**src/rtl/rxbd_pkg.sv**
```systemverilog
package rxbd_pkg;
  localparam int unsigned MEM_W     = 16;
  localparam int unsigned BYTE_W    = 8;
  localparam int unsigned PTR_W     = 32;
  localparam int unsigned DESC_SZ   = 8;
  localparam int unsigned EVT_W     = 2;

  localparam int unsigned OFS_LEN   = 2;
  localparam int unsigned OFS_PHI   = 4;
  localparam int unsigned OFS_PLO   = 6;

  localparam int unsigned ST_EMPTY  = 15;
  localparam int unsigned ST_RSVD   = 14;
  localparam int unsigned ST_WRAP   = 13;
  localparam int unsigned ST_INTR   = 12;
  localparam int unsigned ST_LAST   = 11;
  localparam int unsigned ST_RXERR  = 3;
  localparam int unsigned ST_OVRUN  = 2;

  localparam int unsigned EV_CLOSE  = 0;
  localparam int unsigned EV_BUSY   = 1;

  typedef enum logic [2:0] {
    RX_IDLE,
    RX_GET_ST,
    RX_GET_PHI,
    RX_GET_PLO,
    RX_OPEN,
    RX_PUT_LEN,
    RX_PUT_ST
  } rx_state_e;
endpackage

```
**src/rtl/rxbd_byte_hold.sv**
```systemverilog
module rxbd_byte_hold #(
  parameter int unsigned DW = 8
) (
  input  logic          clk,
  input  logic          rst_n,
  input  logic          en_i,
  input  logic          valid_i,
  input  logic [DW-1:0] data_i,
  input  logic          take_i,
  input  logic          drop_i,
  output logic          ready_o,
  output logic          hold_vld_o,
  output logic [DW-1:0] hold_data_o,
  output logic          ovr_o
);
  logic          vld_q, vld_n;
  logic [DW-1:0] dat_q, dat_n;
  logic          accept;

  assign ready_o     = en_i & ~vld_q;
  assign accept      = valid_i & ready_o;
  assign ovr_o       = valid_i & en_i & vld_q;
  assign hold_vld_o  = vld_q;
  assign hold_data_o = dat_q;

  always_comb begin
    vld_n = vld_q;
    dat_n = dat_q;
    if (take_i || drop_i) begin
      vld_n = 1'b0;
    end
    if (accept) begin
      vld_n = 1'b1;
      dat_n = data_i;
    end
  end

  always_ff @(posedge clk or negedge rst_n) begin
    if (!rst_n) begin
      vld_q <= 1'b0;
      dat_q <= '0;
    end else begin
      vld_q <= vld_n;
      if (accept) begin
        dat_q <= dat_n;
      end
    end
  end
endmodule

```
**src/rtl/rxbd_ring_ptr.sv**
```systemverilog
module rxbd_ring_ptr
  import rxbd_pkg::*;
#(
  parameter int unsigned AW = 16
) (
  input  logic          clk,
  input  logic          rst_n,
  input  logic          en_i,
  input  logic [AW-1:0] ring_base_i,
  input  logic          hunt_i,
  input  logic          busy_i,
  input  logic          advance_i,
  input  logic          to_base_i,
  output logic [AW-1:0] cur_addr_o
);
  logic          en_q;
  logic          load_start;
  logic [AW-1:0] base_q, base_n;
  logic [AW-1:0] cur_q, cur_n;

  assign load_start = en_i & ~en_q;
  assign cur_addr_o = cur_q;

  always_comb begin
    base_n = base_q;
    cur_n  = cur_q;
    if (load_start || hunt_i) begin
      base_n = ring_base_i;
    end
    if (load_start || (hunt_i && !busy_i)) begin
      cur_n = ring_base_i;
    end else if (advance_i) begin
      cur_n = to_base_i ? base_q : (cur_q + AW'(DESC_SZ));
    end
  end

  always_ff @(posedge clk or negedge rst_n) begin
    if (!rst_n) begin
      en_q   <= 1'b0;
      base_q <= '0;
      cur_q  <= '0;
    end else begin
      en_q   <= en_i;
      base_q <= base_n;
      cur_q  <= cur_n;
    end
  end
endmodule

```
**src/rtl/rxbd_evt.sv**
```systemverilog
module rxbd_evt #(
  parameter int unsigned EW = 2
) (
  input  logic          clk,
  input  logic          rst_n,
  input  logic [EW-1:0] set_i,
  input  logic [EW-1:0] clr_i,
  input  logic [EW-1:0] mask_i,
  output logic [EW-1:0] evt_o,
  output logic          irq_o
);
  logic [EW-1:0] evt_q, evt_n;

  always_comb begin
    for (int i = 0; i < int'(EW); i++) begin
      evt_n[i] = set_i[i] | (evt_q[i] & ~clr_i[i]);
    end
  end

  always_ff @(posedge clk or negedge rst_n) begin
    if (!rst_n) begin
      evt_q <= '0;
    end else begin
      evt_q <= evt_n;
    end
  end

  assign evt_o = evt_q;
  assign irq_o = |(evt_q & mask_i);
endmodule

```
**src/rtl/rxbd_rx_fsm.sv**
```systemverilog
module rxbd_rx_fsm
  import rxbd_pkg::*;
#(
  parameter int unsigned AW = 16,
  parameter int unsigned LW = 16
) (
  input  logic              clk,
  input  logic              rst_n,
  input  logic              en_i,
  input  logic [LW-1:0]     max_len_i,
  input  logic              hold_vld_i,
  input  logic [BYTE_W-1:0] hold_data_i,
  input  logic              ovr_i,
  input  logic              err_i,
  input  logic              hunt_i,
  input  logic              close_i,
  input  logic [AW-1:0]     cur_addr_i,
  input  logic [MEM_W-1:0]  mem_rdata_i,
  output logic              mem_req_o,
  output logic              mem_we_o,
  output logic [AW-1:0]     mem_addr_o,
  output logic [1:0]        mem_be_o,
  output logic [MEM_W-1:0]  mem_wdata_o,
  output logic              take_o,
  output logic              drop_o,
  output logic              advance_o,
  output logic              to_base_o,
  output logic              busy_o,
  output logic [EVT_W-1:0]  evt_set_o
);
  rx_state_e          state_q, state_n;
  logic [MEM_W-1:0]   status_q, status_n;
  logic [PTR_W-1:0]   ptr_q, ptr_n;
  logic [LW-1:0]      cnt_q, cnt_n;
  logic               p_err_q, p_err_n;
  logic               p_hunt_q, p_hunt_n;
  logic               p_close_q, p_close_n;
  logic               ov_q, ov_n;
  logic               open_st;
  logic               any_pend;
  logic [LW-1:0]      cnt_inc;
  logic [AW-1:0]      byte_addr;
  logic [MEM_W-1:0]   wb_status;

  assign open_st   = (state_q == RX_GET_ST) || (state_q == RX_GET_PHI) ||
                     (state_q == RX_GET_PLO) || (state_q == RX_OPEN);
  assign any_pend  = p_err_q | p_hunt_q | p_close_q;
  assign cnt_inc   = cnt_q + LW'(1);
  assign byte_addr = ptr_q[AW-1:0] + AW'(cnt_q);
  assign busy_o    = (state_q != RX_IDLE);

  always_comb begin
    wb_status            = status_q;
    wb_status[ST_EMPTY]  = 1'b0;
    wb_status[ST_RSVD]   = 1'b0;
    if (p_err_q) begin
      wb_status[ST_LAST]  = 1'b1;
      wb_status[ST_RXERR] = 1'b1;
    end
    if (ov_q) begin
      wb_status[ST_OVRUN] = 1'b1;
    end
  end

  always_comb begin
    state_n   = state_q;
    status_n  = status_q;
    ptr_n     = ptr_q;
    cnt_n     = cnt_q;
    p_err_n   = p_err_q   | (open_st & err_i);
    p_hunt_n  = p_hunt_q  | (open_st & hunt_i);
    p_close_n = p_close_q | (open_st & close_i);
    ov_n      = ov_q      | (open_st & ovr_i);

    mem_req_o   = 1'b0;
    mem_we_o    = 1'b0;
    mem_addr_o  = cur_addr_i;
    mem_be_o    = 2'b11;
    mem_wdata_o = '0;
    take_o      = 1'b0;
    drop_o      = 1'b0;
    advance_o   = 1'b0;
    to_base_o   = 1'b0;
    evt_set_o   = '0;

    unique case (state_q)
      RX_IDLE: begin
        if (hold_vld_i && en_i) begin
          mem_req_o = 1'b1;
          state_n   = RX_GET_ST;
          p_err_n   = 1'b0;
          p_hunt_n  = 1'b0;
          p_close_n = 1'b0;
          ov_n      = 1'b0;
        end
      end
      RX_GET_ST: begin
        status_n = mem_rdata_i;
        if (!mem_rdata_i[ST_EMPTY]) begin
          drop_o             = 1'b1;
          evt_set_o[EV_BUSY] = 1'b1;
          p_err_n            = 1'b0;
          p_hunt_n           = 1'b0;
          p_close_n          = 1'b0;
          ov_n               = 1'b0;
          state_n            = RX_IDLE;
        end else begin
          mem_req_o  = 1'b1;
          mem_addr_o = cur_addr_i + AW'(OFS_PHI);
          state_n    = RX_GET_PHI;
        end
      end
      RX_GET_PHI: begin
        ptr_n[PTR_W-1:MEM_W] = mem_rdata_i;
        mem_req_o            = 1'b1;
        mem_addr_o           = cur_addr_i + AW'(OFS_PLO);
        state_n              = RX_GET_PLO;
      end
      RX_GET_PLO: begin
        ptr_n[MEM_W-1:0] = mem_rdata_i;
        cnt_n            = '0;
        state_n          = RX_OPEN;
      end
      RX_OPEN: begin
        if (any_pend) begin
          state_n = RX_PUT_LEN;
        end else if (hold_vld_i) begin
          mem_req_o   = 1'b1;
          mem_we_o    = 1'b1;
          mem_addr_o  = byte_addr;
          mem_be_o    = byte_addr[0] ? 2'b01 : 2'b10;
          mem_wdata_o = {hold_data_i, hold_data_i};
          take_o      = 1'b1;
          cnt_n       = cnt_inc;
          if (cnt_inc == max_len_i) begin
            state_n = RX_PUT_LEN;
          end
        end
      end
      RX_PUT_LEN: begin
        mem_req_o   = 1'b1;
        mem_we_o    = 1'b1;
        mem_addr_o  = cur_addr_i + AW'(OFS_LEN);
        mem_wdata_o = MEM_W'(cnt_q);
        state_n     = RX_PUT_ST;
      end
      RX_PUT_ST: begin
        mem_req_o           = 1'b1;
        mem_we_o            = 1'b1;
        mem_wdata_o         = wb_status;
        advance_o           = 1'b1;
        to_base_o           = status_q[ST_WRAP] | p_hunt_q;
        evt_set_o[EV_CLOSE] = status_q[ST_INTR];
        state_n             = RX_IDLE;
      end
      default: begin
        state_n = RX_IDLE;
      end
    endcase
  end

  always_ff @(posedge clk or negedge rst_n) begin
    if (!rst_n) begin
      state_q   <= RX_IDLE;
      status_q  <= '0;
      ptr_q     <= '0;
      cnt_q     <= '0;
      p_err_q   <= 1'b0;
      p_hunt_q  <= 1'b0;
      p_close_q <= 1'b0;
      ov_q      <= 1'b0;
    end else begin
      state_q   <= state_n;
      status_q  <= status_n;
      ptr_q     <= ptr_n;
      cnt_q     <= cnt_n;
      p_err_q   <= p_err_n;
      p_hunt_q  <= p_hunt_n;
      p_close_q <= p_close_n;
      ov_q      <= ov_n;
    end
  end
endmodule

```
**src/rtl/rxbd_ring_ctrl.sv**
```systemverilog
module rxbd_ring_ctrl
  import rxbd_pkg::*;
#(
  parameter int unsigned AW = 16,
  parameter int unsigned LW = 16
) (
  input  logic              clk,
  input  logic              rst_n,
  input  logic              rx_en_i,
  input  logic [AW-1:0]     ring_base_i,
  input  logic [LW-1:0]     max_len_i,
  input  logic [1:0]        int_mask_i,
  input  logic [1:0]        evt_clr_i,
  output logic [1:0]        evt_o,
  output logic              irq_o,
  input  logic              rx_valid_i,
  input  logic [7:0]        rx_data_i,
  output logic              rx_ready_o,
  input  logic              rx_err_i,
  input  logic              cmd_hunt_i,
  input  logic              cmd_close_i,
  output logic              mem_req_o,
  output logic              mem_we_o,
  output logic [AW-1:0]     mem_addr_o,
  output logic [1:0]        mem_be_o,
  output logic [15:0]       mem_wdata_o,
  input  logic [15:0]       mem_rdata_i
);
  logic              rs_q1, rs_q2;
  logic              rst_int_n;
  logic              hold_vld;
  logic [BYTE_W-1:0] hold_data;
  logic              ovr;
  logic              take;
  logic              drop;
  logic              advance;
  logic              to_base;
  logic              busy;
  logic [AW-1:0]     cur_addr;
  logic [EVT_W-1:0]  evt_set;

  always_ff @(posedge clk or negedge rst_n) begin
    if (!rst_n) begin
      rs_q1 <= 1'b0;
      rs_q2 <= 1'b0;
    end else begin
      rs_q1 <= 1'b1;
      rs_q2 <= rs_q1;
    end
  end
  assign rst_int_n = rs_q2;

  rxbd_byte_hold #(.DW(BYTE_W)) u_hold (
    .clk         (clk),
    .rst_n       (rst_int_n),
    .en_i        (rx_en_i),
    .valid_i     (rx_valid_i),
    .data_i      (rx_data_i),
    .take_i      (take),
    .drop_i      (drop),
    .ready_o     (rx_ready_o),
    .hold_vld_o  (hold_vld),
    .hold_data_o (hold_data),
    .ovr_o       (ovr)
  );

  rxbd_ring_ptr #(.AW(AW)) u_ring (
    .clk         (clk),
    .rst_n       (rst_int_n),
    .en_i        (rx_en_i),
    .ring_base_i (ring_base_i),
    .hunt_i      (cmd_hunt_i),
    .busy_i      (busy),
    .advance_i   (advance),
    .to_base_i   (to_base),
    .cur_addr_o  (cur_addr)
  );

  rxbd_rx_fsm #(.AW(AW), .LW(LW)) u_fsm (
    .clk         (clk),
    .rst_n       (rst_int_n),
    .en_i        (rx_en_i),
    .max_len_i   (max_len_i),
    .hold_vld_i  (hold_vld),
    .hold_data_i (hold_data),
    .ovr_i       (ovr),
    .err_i       (rx_err_i),
    .hunt_i      (cmd_hunt_i),
    .close_i     (cmd_close_i),
    .cur_addr_i  (cur_addr),
    .mem_rdata_i (mem_rdata_i),
    .mem_req_o   (mem_req_o),
    .mem_we_o    (mem_we_o),
    .mem_addr_o  (mem_addr_o),
    .mem_be_o    (mem_be_o),
    .mem_wdata_o (mem_wdata_o),
    .take_o      (take),
    .drop_o      (drop),
    .advance_o   (advance),
    .to_base_o   (to_base),
    .busy_o      (busy),
    .evt_set_o   (evt_set)
  );

  rxbd_evt #(.EW(EVT_W)) u_evt (
    .clk    (clk),
    .rst_n  (rst_int_n),
    .set_i  (evt_set),
    .clr_i  (evt_clr_i),
    .mask_i (int_mask_i),
    .evt_o  (evt_o),
    .irq_o  (irq_o)
  );
endmodule

```
**config.mk**
```make
export PLATFORM = sky130hd
export DESIGN_NAME = rxbd_ring_ctrl
export DESIGN_NICKNAME = d
export VERILOG_FILES = /design/src/rtl/rxbd_pkg.sv /design/src/rtl/rxbd_byte_hold.sv /design/src/rtl/rxbd_ring_ptr.sv /design/src/rtl/rxbd_evt.sv /design/src/rtl/rxbd_rx_fsm.sv /design/src/rtl/rxbd_ring_ctrl.sv
export SDC_FILE = /design/constraint.sdc
export NUM_CORES = 1
export LEC_CHECK = 0
export ABC_AREA = 1
export BUFFER_PORTS_ARGS = -buffer_cell sky130_fd_sc_hd__buf_2
export CORE_ASPECT_RATIO = 0.75
export CORE_UTILIZATION = 40
export DETAILED_ROUTE_END_ITERATION = 8
export PLACE_DENSITY = 0.68
export SETUP_SLACK_MARGIN = 0.1
export SLEW_MARGIN = 20
export SYNTH_ARGS = -nofsm -noshare
export SYNTH_HDL_FRONTEND = slang
export SYNTH_SLANG_ARGS = --single-unit
```
**constraint.sdc**
```tcl
create_clock -name clk -period 3.23 [get_ports clk]
set_input_delay 0.646 -clock clk [delete_from_list [all_inputs] [get_ports clk]]
set_output_delay 0.646 -clock clk [all_outputs]
set_load 0.01 [all_outputs]
```
* Word level (Yosys, flattened, before mapping)
Index checks and enable logic that the tools add are counted.
** Cells by class
- Add/subtract/negate cells :: 6
- Equal/unequal tests :: 12
- Multiplexer cells :: 52
- Bitwise operators :: 25
- Reduce and logical (&&, ||, !) cells :: 19
** Operator list (count)
- two-way mux 16 bit :: 10
- case mux 16 bit (4 select lines) :: 1
- case mux 16 bit (3 select lines) :: 1
- adder 16 x 3 -> 16 bit, second input constant :: 2
- case mux 16 bit (2 select lines) :: 1
- two-way mux 1 bit :: 23
- case mux 3 bit (6 select lines) :: 1
- adder 16 x 1 -> 16 bit, second input constant :: 1
- adder 16 bit :: 1
- adder 16 x 2 -> 16 bit, second input constant :: 1
- adder 16 x 4 -> 16 bit, second input constant :: 1
- == test 16 bit :: 1
- two-way mux 3 bit :: 4
- bitwise AND 1 bit :: 11
- two-way mux 2 bit :: 5
- case mux 1 bit (2 select lines) :: 5
- == test 3 bit, second input constant :: 3
- bitwise OR 1 bit :: 9
- == test 3 x 2 -> 1 bit, second input constant :: 2
- logical OR 1 bit :: 6
- != test 3 x 2 -> 1 bit, second input constant :: 2
- AND reduction 3 bit :: 2
- nonzero test 2 bit :: 3
- != test 2 bit, second input constant :: 2
- 11 further kinds :: 16
** Word-level totals
- Bits in registers :: 99
- Input port bits :: 67
- Output and inout bits :: 40
- Logic and storage cells :: 130

* Longest topological paths before layout
Gate-level depths: netlist of the first run.
- Word-level depth :: 8
- Gate-level depth with buffers :: 16
- Depth with buffers taken out :: 16

* Hierarchy
Synthesis of the first run repeated with hierarchy kept, for this count alone.
** Second synthesis, totals
- Cell total of the unflattened synthesis :: 1045
- Area total of the unflattened synthesis :: 7262.0 um^2
** By module, submodules not included
- rxbd_rx_fsm :: instances 1, cells each 761, area each 4901.0 um^2, seq. area each 1326.3 um^2
- rxbd_ring_ptr :: instances 1, cells each 224, area each 1813.0 um^2, seq. area each 825.8 um^2
- rxbd_byte_hold :: instances 1, cells each 44, area each 402.9 um^2, seq. area each 225.2 um^2
- rxbd_evt :: instances 1, cells each 13, area each 91.3 um^2, seq. area each 50.0 um^2
- rxbd_ring_ctrl :: instances 1, cells each 3, area each 53.8 um^2, seq. area each 50.0 um^2

* Worst setup path before layout of the first run
OpenSTA, ideal clock, no wires.
- Kind :: register to output
- Start :: register u_fsm.state_q[0]
- End :: output port mem_addr_o[10]
- Arrival :: 2.322 ns
- Data required time :: 2.584 ns
- Setup slack :: 0.262 ns
- Cell stages (with the launch flop) :: 13
- Buffers on the path :: 1
- Cell sequence :: dfrtp_1 > inv_2 > nor2_2 > nand2_2 > buf_1 > ha_1 > a21oi_1 > inv_1 > nand2_1 > nor2_1 > inv_1 > o21ai_0 > o2111ai_1
** Between the ends
- Word-level cells in the longest chain between the ends :: 2
- Elaborated cells on any way between the ends :: 5
- Those cells by class :: eq/ne: 4; mux: 1
** RTL lines
- start, declared :: RTL line rxbd_rx_fsm.sv:31 : rx_state_e state_q, state_n;
- start signal, assigned :: RTL line rxbd_rx_fsm.sv:173 : state_q <= state_n;
- == test 3 bit (tied with other cells) :: RTL line rxbd_rx_fsm.sv:86 : unique case (state_q)
- case mux 16 bit (4 select lines) (*) :: RTL line rxbd_rx_fsm.sv:86
- end, declared :: RTL line rxbd_ring_ctrl.sv:24 : output logic [AW-1:0] mem_addr_o,
Every way passes the cells marked *; elsewhere a longest branch is shown, timed or not.

* Final worst setup path of the first run
- Start :: register u_fsm.cnt_q[0]
- End :: output port mem_addr_o[14]
** Between the ends
- Word-level cells in the longest chain between the ends :: 4
** RTL lines
- start, declared :: RTL line rxbd_rx_fsm.sv:34 : logic [LW-1:0] cnt_q, cnt_n;
- start signal, assigned :: RTL line rxbd_rx_fsm.sv:176 : cnt_q <= cnt_n;
- adder 16 bit :: RTL line rxbd_rx_fsm.sv:49 : assign byte_addr = ptr_q[AW-1:0] + AW'(cnt_q);
- two-way mux 16 bit :: RTL line rxbd_rx_fsm.sv:127 : end else if (hold_vld_i) begin
- two-way mux 16 bit :: RTL line rxbd_rx_fsm.sv:125 : if (any_pend) begin
- case mux 16 bit (4 select lines) :: RTL line rxbd_rx_fsm.sv:86
Every way passes these cells.

==> results of run 1 <==
-- cells in the final DEF (no fill, tap or decap), types with 25 or more instances in the layout --
| cell type | netlist | layout |
|---|---|---|
| o21ai_1 | 25 | 25 |
| dfrtp_1 | 99 | 94 |
| buf_2 | 8 | 106 |
| a21oi_1 | 37 | 32 |
| nand2_1 | 267 | 262 |
| inv_1 | 101 | 101 |
| nand3_1 | 70 | 69 |
| nor2_1 | 65 | 64 |
| o21ai_0 | 61 | 61 |
-- per-stage QoR --
stage | hold WS [ps] | util | setup slack, ps
4_1_cts | 49.1 | 0.486 | 95.8
3_3_place_gp | 180 | 0.463 | 407
6_report | 55.0 | 0.498 | 157
5_1_grt | 48.8 | 0.498 | 59.2
3_5_place_dp | 186 | 0.463 | 349
2_1_floorplan | 331 | - | 262
-- kinds of logic (layout without fill, tap and decap cells) --
kind of cell,after synthesis,count (layout),share of synthesized area
buffers and inverters,139,258,0.0824
AOI/OAI and AO/OA,187,187,0.175
xor gates and xnor gates,11,11,0.0143
muxes,8,8,0.0134
other,1,1,0.000557
and+or+nand+nor,462,462,0.305
adders and majority gates,21,21,0.0413
DFF,99,99,0.368
-- worst max-delay path: stages (launching register included) --
cell and delay (ps):
dfrtp_1 370, ha_2 180, inv_1 50, fa_2 330, nand3b_1 180, nand2_2 90, nand2_2 90, nand2_2 90
nand2_2 60, a21oi_2 150, a21oi_1 80, o21ai_1 90, nand4_1 140, buf_2 170
-- layer usage --
layer  vias up  global-route usage  routed length, um
met2       285               0.347               8610
met5         -                   0                  0
met4         0              0.0607                263
met1      3238               0.389               9960
met3        19              0.0578               2010
li1       3345                   -                  -
-- final timing paths --
check,startpoint,cells after the start,slack (ps),endpoint
worst min-delay path,rst_n,1,60,rs_q2
worst min register to register,rs_q2,0,190,u_ring.base_q[14]
min in group clk,rs_q1,0,360,rs_q2
worst max register to register,u_fsm.cnt_q[1],16,960,u_fsm.state_q[0]
worst max-delay path,u_fsm.cnt_q[0],13,160,mem_addr_o[14]
max in group asynchronous,rs_q2,1,2250,u_fsm.cnt_q[2]
-- registers in the layout, summed over array words and instances (netlist names) --
register and flops:
rs_q1 1, rs_q2 1, u_evt.evt_o 2, u_fsm.cnt_q 16, u_fsm.ov_q 1, u_fsm.p_close_q 1, u_fsm.p_err_q 1, u_fsm.p_hunt_q 1
u_fsm.ptr_q 16, u_fsm.state_q 3, u_fsm.status_q 14, u_hold.hold_data_o 8, u_hold.hold_vld_o 1, u_ring.base_q 16, u_ring.cur_addr_o 16, u_ring.en_q 1
-- cell type report --
class / count / area share
clock buffer: 9 / 0.0279
multi-input combinational: 690 / 0.478
tap: 210 / 0.0325
inverter: 116 / 0.0545
timing repair buffer: 126 / 0.0862
clock inverter: 7 / 0.0135
sequential: 99 / 0.308
-- power by group --
part | switching (uW) | leakage, uW | internal, uW
sequential | 611 | 0.00122 | 1750
combinational | 2610 | 0.00254 | 1580
clock | 575 | 0.000158 | 633
total | 3800 | 0.00392 | 3960
-- repair_timing --
item,in CTS,in global routing
setup endpoints to repair,7,10
buffers inserted,2,8
gates resized for setup,7,29
pin swaps,0,9
==> results.tsv, run 1 <==
stage	metric	value	unit
sta	unrepaired setup endpoints after global routing	true	
pwr	P_leak	0.00392	uW
synthesis	Avg Cell Area, Syn	7.25	um2
synthesis	post-synth top area share	0.368	
flow_run	max-cap violations	0	
sta	Slew headroom	0.642	
grt	largest net degree at the start of global routing	85	
synthesis	Synth Instances	928	
sta	Setup Viol. Count Final	0	
placed_design	dpl hpwl	15.9	mm
route	DR iter-0 viols	699	
grt	Total GRT Usage	0.252	
floorplan	Core Area	16200	um2
route	DR vias	6887	
sta	fin crit period	3070	ps
placed_design	Buffers on Ports	106	
clock_tree	Hold-fix buffers, CTS	0	
grt	vias in the first global route	6202	
synthesis	prevailing post-synth register cell	dfrtp_1	
route	Routed Wire Length	20.9	mm
clock_tree	CTS tree	done	
synthesis	Post-synth top cells	267 x nand2_1, 101 x inv_1, 99 x dfrtp_1	
route	number of routed nets with antenna violations	0	
sta	worst-margin pin slew	537	ps
route	Routed WL per cell	16.6	um
synthesis	cell accounting for the most synthesized area	dfrtp_1	
layout	share of layout cells above drive strength 1	0.223	
sta	setup tns final	0	ps
floorplan	Vert. Die Dim	114	um
placed_design	RD Place Congestion	0.934	
layout	n_diodes	0	
sta	period utilization	0.951	
synthesis	Synth async-reset ratio	1.00	
grt	initial antenna violation count	0	
clock_tree	H-Tree Depth	3	
critical_path	Data arrival, critical path	2430	ps
floorplan	Starting Density	0.415	
clock_tree	Longest Clk Path Bufs	2	
synthesis	Post-Syn Area	6730	um2
synthesis	#FFs+latches synth	99	
synthesis	Ys Warns	0	
layout	Area Growth Syn to Fin	20.1	%
synthesis	Seq/Total Area, Yosys	0.368	
sta	Fin. Hold Viols	0	
layout	multi-input logic area	3860	um2
synthesis	Area contributors post-synth	dfrtp_1 37%, nand2_1 15%, inv_1 5.6%, nand3_1 5.2%, o21ai_0 4.5%	
layout	nets	1130	
sta	Final Max Slew Viols	0	
worst_hold_path	worst hold path class	input pin to asynchronous set/reset pin	
route	Pre-Repair DR Iteration Count	5	
layout	final std cells w/o fill	1257	
layout	Fillers	1625	
clock_tree	Clock Latency Late Sink	370	ps
layout	Sequential Area	2490	um2
clock_tree	Root Buffer	clkbuf_16	
clock_tree	CTS clock-pin slew for the worst setup and hold paths	80	ps
floorplan	row count	40	
synthesis	Synth Net Count	1016	
grt	total global routing overflow	0	
route	post-DR vias/cell	5.48	
clock_tree	clk sinks	99	
layout	Final Cell Area	8080	um2
synthesis	Post-synth EDFFs	0	
pwr	pwr dens	959	nW/um2
synthesis	top-count cell post-synth	nand2_1	
route	drc violations	0	
sta	clk_skew	14.1	ps
critical_path	Crit Path Class	flop to primary output	
status	status	completed	
synthesis	Cell variety after synth	50	
floorplan	die width	152	um
floorplan	Die Area	17400	um2
pwr	Power Total	7760	uW
floorplan	Top Ports	107	
placed_design	Area after DPL	7500	um2
critical_path	worst-path fanout max	2	
sta	fmax	0.325	GHz
critical_path	Critical Path RT	2580	ps
clock_tree	Num CTS Buffers	9	
critical_path	crit start category	flop	
grt	first-pass GRT wire length	33.1	mm
pwr	maximum VDD drop	0.491	mV
critical_path	crit end category	primary output	
placed_design	placed cell count	1231	
(Power assumes the default switching activity.)
==> run 2, diff against run 1 <==
- REMOVE_ABC_BUFFERS: not set -> 1
- clock period: 3.23 -> 3.73 ns (I/O delays scaled with it)
==> results.tsv, run 2 (synthesized netlist as in run 1, its figures left out) <==
stage	metric	value	unit
route	Routed WL per cell	16.5	um
critical_path	worst-path fanout max	5	
flow_run	max-cap violations	0	
layout	Area Growth Syn to Fin	16.0	%
layout	final core occ	0.481	
grt	first-pass GRT wire length	33.0	mm
layout	nets	1120	
clock_tree	Root Buffer	clkbuf_16	
floorplan	Vert. Die Dim	114	um
layout	most frequent cells in the layout	267 x nand2_1, 106 x buf_2, 101 x inv_1, 98 x dfrtp_1, 70 x nand3_1	
floorplan	Top Ports	107	
clock_tree	Clock Latency Late Sink	370	ps
floorplan	Die Area	17400	um2
grt	total global routing overflow	0	
sta	worst-margin pin slew	916	ps
route	DR vias	6784	
floorplan	Starting Density	0.415	
route	number of routed nets with antenna violations	0	
grt	vias in the first global route	6188	
clock_tree	Num CTS Buffers	9	
sta	clk_skew	10.6	ps
sta	fin crit period	3410	ps
critical_path	Crit Path Class	flop to primary output	
layout	n_diodes	0	
clock_tree	H-Tree Depth	3	
grt	Total GRT Usage	0.249	
placed_design	dpl hpwl	16.0	mm
critical_path	Critical Path RT	2980	ps
clock_tree	Setup Fix Bufs, Post-CTS	0	
sta	fmax	0.293	GHz
placed_design	Place WS	751	ps
sta	setup tns final	0	ps
sta	Slew headroom	0.390	
clock_tree	Hold-fix buffers, CTS	0	
route	Pre-Repair DR Iteration Count	6	
grt	initial antenna violation count	0	
pwr	P_leak	0.00386	uW
pwr	maximum VDD drop	0.350	mV
sta	period utilization	0.914	
sta	worst setup margin	322	ps
placed_design	Buffers on Ports	106	
critical_path	crit start category	flop	
placed_design	RD Place Congestion	0.936	
status	status	completed	
clock_tree	Longest Clk Path Bufs	2	
route	post-DR vias/cell	5.44	
layout	share of layout cells above drive strength 1	0.188	
pwr	pwr dens	814	nW/um2
floorplan	row count	40	
critical_path	crit end category	primary output	
clock_tree	CTS tree	done	
clock_tree	clk sinks	99	
floorplan	Core Area	16200	um2
sta	Final Max Slew Viols	0	
floorplan	die width	152	um
route	Routed Wire Length	20.6	mm
grt	largest net degree at the start of global routing	66	
sta	Fin. Hold Viols	0	
route	DR iter-0 viols	662	
clock_tree	CTS clock-pin slew for the worst setup and hold paths	80	ps
worst_hold_path	worst hold path class	input pin to asynchronous set/reset pin	
sta	unrepaired setup endpoints after global routing	false	
critical_path	Data arrival, critical path	2660	ps
sta	Setup Viol. Count Final	0	
route	drc violations	0	
layout	most common cell after layout, fill and taps aside	nand2_1	
[run 2: changes by cell type in the layout (fill, tap and decap cells not counted), sizes merged]
cell and delta:
bufinv -1, clkinvlp -1, inv +1, clkinv +1, buf -10
[run 2: through the flow]
| step | hold slack (ps) | std cells | total power (uW) | instance area, um2 |
|---|---|---|---|---|
| final | 155 | 1247 | 6350 | 7800 |
| after global routing | 146 | 1247 | 6840 | 7800 |
| after CTS | 147 | 1247 | 6310 | 7800 |
| after detailed placement | 348 | 1231 | 5320 | 7490 |
| after global placement | 335 | 1231 | 5290 | 7490 |
| after floorplan | 331 | 905 | 4160 | 6610 |
[run 2: layout make-up]
| class | count | area [um2] |
|---|---|---|
| fill | 1684 | 8410 |
| multi-input combinational | 690 | 3710 |
| sequential | 99 | 2480 |
| timing repair buffer | 116 | 606 |
| inverter | 116 | 435 |
| tap | 210 | 263 |
| clock buffer | 9 | 225 |
| clock inverter | 7 | 88.8 |
[run 2: what timing repair did]
item,CTS,global route
resized for setup,0,1
endpoints found under the hold margin,0,0
endpoints found under the setup margin,0,1
[run 2: critical path, stage by stage (launching register included)]
cell	delay (ps)
dfrtp_1	420
ha_1	180
inv_1	50
fa_1	390
nand3b_1	170
nand2_1	110
nand2_1	100
a22oi_1	280
xor2_1	200
nand2_1	80
o2111ai_1	130
buf_2	190
[run 2: report_power, final]
| part | leakage, uW | total (uW) | switching [uW] | internal, uW |
|---|---|---|---|---|
| clock | 0.000152 | 976 | 493 | 483 |
| sequential | 0.00123 | 2040 | 531 | 1510 |
| combinational | 0.00248 | 3330 | 2150 | 1190 |
[run 2: path summary, 6_finish.rpt]
kind / start / to / slack (ps) / cells past startpoint
worst max-delay path: u_fsm.cnt_q[0] / mem_addr_o[8] / 320 / 11
worst min-delay path: rst_n / rs_q2 / 150 / 1
worst max register to register: u_fsm.state_q[1] / u_fsm.cnt_q[1] / 1380 / 7
worst min register to register: rs_q1 / rs_q2 / 360 / 0
max in group asynchronous: rs_q2 / u_fsm.status_q[11] / 2460 / 1
min in group clk: rs_q1 / rs_q2 / 360 / 0
[run 2: per-layer routing]
layer | share of wire | vias to the layer above | track usage | routed length (um)
li1 | - | 3316 | - | -
met1 | 0.51 | 3172 | 0.393 | 10400
met2 | 0.40 | 278 | 0.345 | 8300
met3 | 0.079 | 18 | 0.0458 | 1620
met4 | 0.011 | 0 | 0.0581 | 235
met5 | 0 | - | 0 | 0
